**src/rtl/spi_chain_pkg.sv**
```systemverilog
package spi_chain_pkg;
    typedef enum logic [1:0] {
        ST_IDLE  = 2'd0,
        ST_SHIFT = 2'd1,
        ST_DONE  = 2'd2
    } chain_state_t;
endpackage

```
**src/rtl/spi_chain_sync.sv**
```systemverilog
module spi_chain_sync #(
    parameter int          N       = 3,
    parameter int          STAGES  = 2,
    parameter logic [N-1:0] RST_VAL = '0
) (
    input  logic         clk,
    input  logic         rst_n,
    input  logic [N-1:0] din,
    output logic [N-1:0] dout
);
    for (genvar i = 0; i < N; i++) begin : g_bit
        logic [STAGES-1:0] pipe;
        always_ff @(posedge clk or negedge rst_n) begin
            if (!rst_n) pipe <= {STAGES{RST_VAL[i]}};
            else        pipe <= {pipe[STAGES-2:0], din[i]};
        end
        assign dout[i] = pipe[STAGES-1];
    end
endmodule

```
**src/rtl/spi_chain_edges.sv**
```systemverilog
module spi_chain_edges (
    input  logic clk,
    input  logic rst_n,
    input  logic cpol,
    input  logic cpha,
    input  logic sclk_s,
    output logic sample_stb,
    output logic shift_stb
);
    logic prev_q;
    logic rise, fall, lead, trail;

    always_ff @(posedge clk or negedge rst_n) begin
        if (!rst_n) prev_q <= 1'b0;
        else        prev_q <= sclk_s;
    end

    assign rise  = sclk_s & ~prev_q;
    assign fall  = ~sclk_s & prev_q;
    assign lead  = cpol ? fall : rise;
    assign trail = cpol ? rise : fall;

    assign sample_stb = cpha ? trail : lead;
    assign shift_stb  = cpha ? lead  : trail;
endmodule

```
**src/rtl/spi_chain_fsm.sv**
```systemverilog
module spi_chain_fsm
    import spi_chain_pkg::*;
#(
    parameter int WORD_W = 8
) (
    input  logic              clk,
    input  logic              rst_n,
    input  logic              cs_s,
    input  logic              mosi_s,
    input  logic              sample_stb,
    input  logic              shift_stb,
    input  logic              load_en,
    input  logic [WORD_W-1:0] load_data,
    output logic              miso,
    output logic [WORD_W-1:0] rx_word,
    output logic              rx_valid,
    output chain_state_t      state_o
);
    localparam int MSB = WORD_W - 1;

    chain_state_t state_q, state_d;
    logic [WORD_W-1:0] shreg_q;
    logic              miso_q;

    always_ff @(posedge clk or negedge rst_n) begin
        if (!rst_n) state_q <= ST_IDLE;
        else        state_q <= state_d;
    end

    always_comb begin
        state_d = state_q;
        unique case (state_q)
            ST_IDLE:  if (!cs_s) state_d = ST_SHIFT;
            ST_SHIFT: if (cs_s)  state_d = ST_DONE;
            ST_DONE:             state_d = ST_IDLE;
            default:             state_d = ST_IDLE;
        endcase
    end

    always_ff @(posedge clk or negedge rst_n) begin
        if (!rst_n) begin
            shreg_q  <= '0;
            miso_q   <= 1'b0;
            rx_word  <= '0;
            rx_valid <= 1'b0;
        end else begin
            rx_valid <= 1'b0;
            unique case (state_q)
                ST_IDLE: begin
                    if (load_en) shreg_q <= load_data;
                    miso_q <= shreg_q[MSB];
                end
                ST_SHIFT: begin
                    if (sample_stb) shreg_q <= {shreg_q[MSB-1:0], mosi_s};
                    if (shift_stb)  miso_q  <= shreg_q[MSB];
                end
                ST_DONE: begin
                    rx_word  <= shreg_q;
                    rx_valid <= 1'b1;
                end
                default: ;
            endcase
        end
    end

    assign miso    = miso_q;
    assign state_o = state_q;
endmodule

```
**src/rtl/spi_chain_slave.sv**
```systemverilog
module spi_chain_slave
    import spi_chain_pkg::*;
#(
    parameter int WORD_W      = 8,
    parameter int SYNC_STAGES = 2
) (
    input  logic              clk,
    input  logic              rst_n,
    input  logic              cpol,
    input  logic              cpha,
    input  logic              spi_sclk,
    input  logic              spi_mosi,
    input  logic              spi_cs_n,
    output logic              spi_miso,
    input  logic              load_en,
    input  logic [WORD_W-1:0] load_data,
    output logic [WORD_W-1:0] rx_word,
    output logic              rx_valid
);
    localparam int N_SYNC = 3;

    logic [N_SYNC-1:0] raw_in, sync_out;
    logic cs_s, sclk_s, mosi_s;
    logic sample_stb, shift_stb;
    chain_state_t fsm_state;

    assign raw_in = {spi_cs_n, spi_sclk, spi_mosi};
    assign {cs_s, sclk_s, mosi_s} = sync_out;

    spi_chain_sync #(
        .N(N_SYNC), .STAGES(SYNC_STAGES), .RST_VAL(3'b100)
    ) sync_i (
        .clk(clk), .rst_n(rst_n), .din(raw_in), .dout(sync_out)
    );

    spi_chain_edges edges_i (
        .clk(clk), .rst_n(rst_n), .cpol(cpol), .cpha(cpha),
        .sclk_s(sclk_s), .sample_stb(sample_stb), .shift_stb(shift_stb)
    );

    spi_chain_fsm #(.WORD_W(WORD_W)) fsm_i (
        .clk(clk), .rst_n(rst_n), .cs_s(cs_s), .mosi_s(mosi_s),
        .sample_stb(sample_stb), .shift_stb(shift_stb),
        .load_en(load_en), .load_data(load_data),
        .miso(spi_miso), .rx_word(rx_word), .rx_valid(rx_valid),
        .state_o(fsm_state)
    );
endmodule

```
**config.mk**
```make
export PLATFORM = sky130hd
export DESIGN_NAME = spi_chain_slave
export DESIGN_NICKNAME = d
export VERILOG_FILES = /design/src/rtl/spi_chain_pkg.sv /design/src/rtl/spi_chain_sync.sv /design/src/rtl/spi_chain_edges.sv /design/src/rtl/spi_chain_fsm.sv /design/src/rtl/spi_chain_slave.sv
export SDC_FILE = /design/constraint.sdc
export NUM_CORES = 1
export LEC_CHECK = 0
export BUFFER_PORTS_ARGS = -buffer_cell sky130_fd_sc_hd__buf_2
export CELL_PAD_IN_SITES_DETAIL_PLACEMENT = 1
export CELL_PAD_IN_SITES_GLOBAL_PLACEMENT = 1
export CORE_MARGIN = 4
export CORE_UTILIZATION = 30
export CTS_CLUSTER_SIZE = 14
export DETAILED_ROUTE_END_ITERATION = 12
export MAX_ROUTING_LAYER = met4
export PLACE_DENSITY_LB_ADDON = 0.1
export SLEW_MARGIN = 20
export SYNTH_ARGS = -nofsm -noshare
export SYNTH_HDL_FRONTEND = slang
export SYNTH_SLANG_ARGS = --single-unit
```
**constraint.sdc**
```tcl
create_clock -name clk -period 4 [get_ports clk]
set_input_delay 0.4 -clock clk [delete_from_list [all_inputs] [get_ports clk]]
set_output_delay 0.4 -clock clk [all_outputs]
set_load 0.03 [all_outputs]
```
==> impl_results.md <==
* Syn Area/Cell at 16.5 um2
* Final hold vios at 0
* First-pass GRT wire length at 3.25 mm
* Yosys top cell area share at 56.8%
* Maximum VDD drop at 0.297 mV
* Starting Density at 32.0%
* Mapped cell area at 0.00110 mm2
* Buffers & Inverters on Critical Path at 1
* CP Class: reg2reg
* Slew margin rel. at 60.2%
* Clock tree buffer depth at 2
* Syn Inst Count at 67
* Final setup viols at 0
* Delay-heaviest family, CP: compound AO/OA/AOI/OAI gates
* DRC at 0
* Status: finished clean
* Initial antenna violation count at 0
* Crit-path max FO at 10
* LEAKAGE at 0.631 nW
* Post-cts repair resize count at 0
* Drt wl/cell at 13.3 um
* DP Wirelength at 1.37 mm
* Max Cap Viol at 0
* Grt total ovfl at 0
* Sequential share of the synthesized area at 61.5%
* Die ar. at 0.00471 mm2
* Worst Path Arrival at 2010 ps
* Most frequent cells in the layout: 25 x dfrtp_1, 25 x buf_2, 17 x mux2_2, 8 x mux2_4, 3 x clkbuf_8
* Htree depth at 1
* Die W at 68.6 um
* Root Buffer: clkbuf_8
* Post-route ant nets at 0
* Worst Max-Slew Pin Slew at 597 ps
* Vias at 616
* DP Area at 0.00127 mm2
* CP required at 4160 ps
* Final Max Tran Viols at 0
* Multi-input logic area at 405 um2
* Clock transition at path regs at 90 ps
* Core area at 0.00344 mm2
* First-pass DRT Iterations at 2
* Vias in the first global route at 672
* Synth area leaders: dfrtp_1 57%, mux2_2 17%, mux2_4 11%
* Fmax at 540 MHz
* Clock skew at 4.05 ps
* Row count at 21
* Vias per cell at 4.37
* RSZ-0062 raised after global routing: false
* Largest net degree at the start of global routing at 28
* Pre-CTS setup slack at 2080 ps
* GRT Total Usage at 9.69%
* # hold bufs at CTS at 0
* Critical Path, Cell by Cell: inv_1 > nor2_2 > a22o_1 > mux2_4
* #FFs+latches synth at 27
* Ys Warns at 0
* Share of final-layout standard cells stronger than drive strength 1 at 62.1%
* GP Congestion at 0.653
* CTS tree: built
* Reg area at 678 um2
* Post-CTS Setup Bufs at 0
* Final period utilization at 46.3%
* CTS Buf Count at 3
* Number of fill cells in the layout at 360
* Netlist cell types at 15
* Reg2reg setup slack at 2150 ps
* Setup TNS at 0 ps
* Setup crit start kind: flip-flop
* Ports at 26
* WL final at 1.88 mm
* Post-Layout Inst Area at 0.00132 mm2
* Diode count at 0
* Crit. End Element: flip-flop
* Iteration-0 DRC Markers at 17
* HP Class: in2async
* Clock period minus worst slack at 1850 ps
* Cell accounting for the most synthesized area: dfrtp_1
* Port Buf Inserts at 25
* Power density cells at 622 mW/mm2
* Area growth, synth to finish at 19.6%
* Critical Path Max Stage Delay at 560 ps
* Chip Height at 68.6 um
* Post-synth net total at 83
* Critical-path top delay cell: a22o_1
* Final WS setup at 2150 ps
* CTS sink cnt at 27
* Fin nets at 112
* Clock Latency Late Sink at 270 ps
## worst register-to-register path, delay by kind of cell (launching register included)
family	cells	cell delay, ps
AOI/OAI and AO/OA	1	560
buffers and inverters	1	70
DFF	1	350
and+or+nand+nor	1	410
muxes	1	340
## metal layers
| layer | routed length, um | GRT usage, % | part of all wire [%] | vias up |
|---|---|---|---|---|
| met1 | 903 | 12.6 | 48 | 308 |
| met3 | 114 | 1.94 | 6.1 | 2 |
| li1 | - | - | - | 288 |
| met5 | 0 | - | 0 | - |
| met2 | 837 | 14.4 | 45 | 18 |
| met4 | 19 | 4.47 | 1.0 | 0 |
## path summary, 6_finish.rpt
kind                            cells after the start                    start                       to
worst max register to register                      4         fsm_i.state_o[0]         fsm_i.shreg_q[0]
worst max-delay path                                4         fsm_i.state_o[0]         fsm_i.shreg_q[0]
max in group asynchronous                           1                    rst_n  sync_i.g_bit[0].pipe[0]
worst min-delay path                                1                    rst_n         fsm_i.rx_word[5]
worst min register to register                      0  sync_i.g_bit[0].pipe[0]  sync_i.g_bit[0].pipe[1]
min in group clk                                    1                 spi_cs_n  sync_i.g_bit[2].pipe[0]
## sequential cells by signal, indices dropped and copies added (netlist names)
signal	flops
fsm_i.rx_word	8
fsm_i.shreg_q	8
sync_i.g_bit.pipe	6
fsm_i.state_o	2
edges_i.prev_q	1
fsm_i.miso	1
fsm_i.rx_valid	1
## final cells by class
cell class / instances / area share (%)
clock buffers: 4 / 3.42
inverters: 2 / 0.569
multi-input cells: 37 / 30.7
flip-flops and latches: 27 / 51.4
well taps: 46 / 4.36
repair buffers: 25 / 9.49
## cell families after synthesis
logic type | count (synthesis) | share of synthesized area (%)
AOI/OAI and AO/OA | 2 | 1.48
buffers and inverters | 3 | 1.70
muxes | 27 | 30.1
xor gates and xnor gates | 1 | 1.48
DFF | 27 | 61.5
and+or+nand+nor | 7 | 3.75
## cell usage after synthesis
cell type	number
a22o_1	1
and2_1	1
buf_6	1
dfrtp_1	25
dfstp_2	2
inv_1	2
mux2_2	17
mux2_4	8
mux2i_1	2
nand2_1	1
nor2_1	2
nor2_2	1
o21bai_1	1
or2b_2	2
xnor2_2	1
## report_power, final
| part | total [mW] | switching [mW] | internal, mW |
|---|---|---|---|
| clock network | 0.151 | 0.0798 | 0.0712 |
| logic | 0.276 | 0.150 | 0.126 |
| registers | 0.394 | 0.0435 | 0.351 |
| total | 0.821 | 0.273 | 0.547 |
## through the flow
step           cells  power [mW]  hold WS (ps)  util [%]
4_1_cts          141       0.840           150      38.3
2_1_floorplan     67       0.599           104         -
5_1_grt          141       0.878           161      38.3
3_3_place_gp     137       0.675           332      37.0
3_5_place_dp     137       0.682           338      37.0
6_report         141       0.821           130      38.3
(Power assumes the default switching activity.)
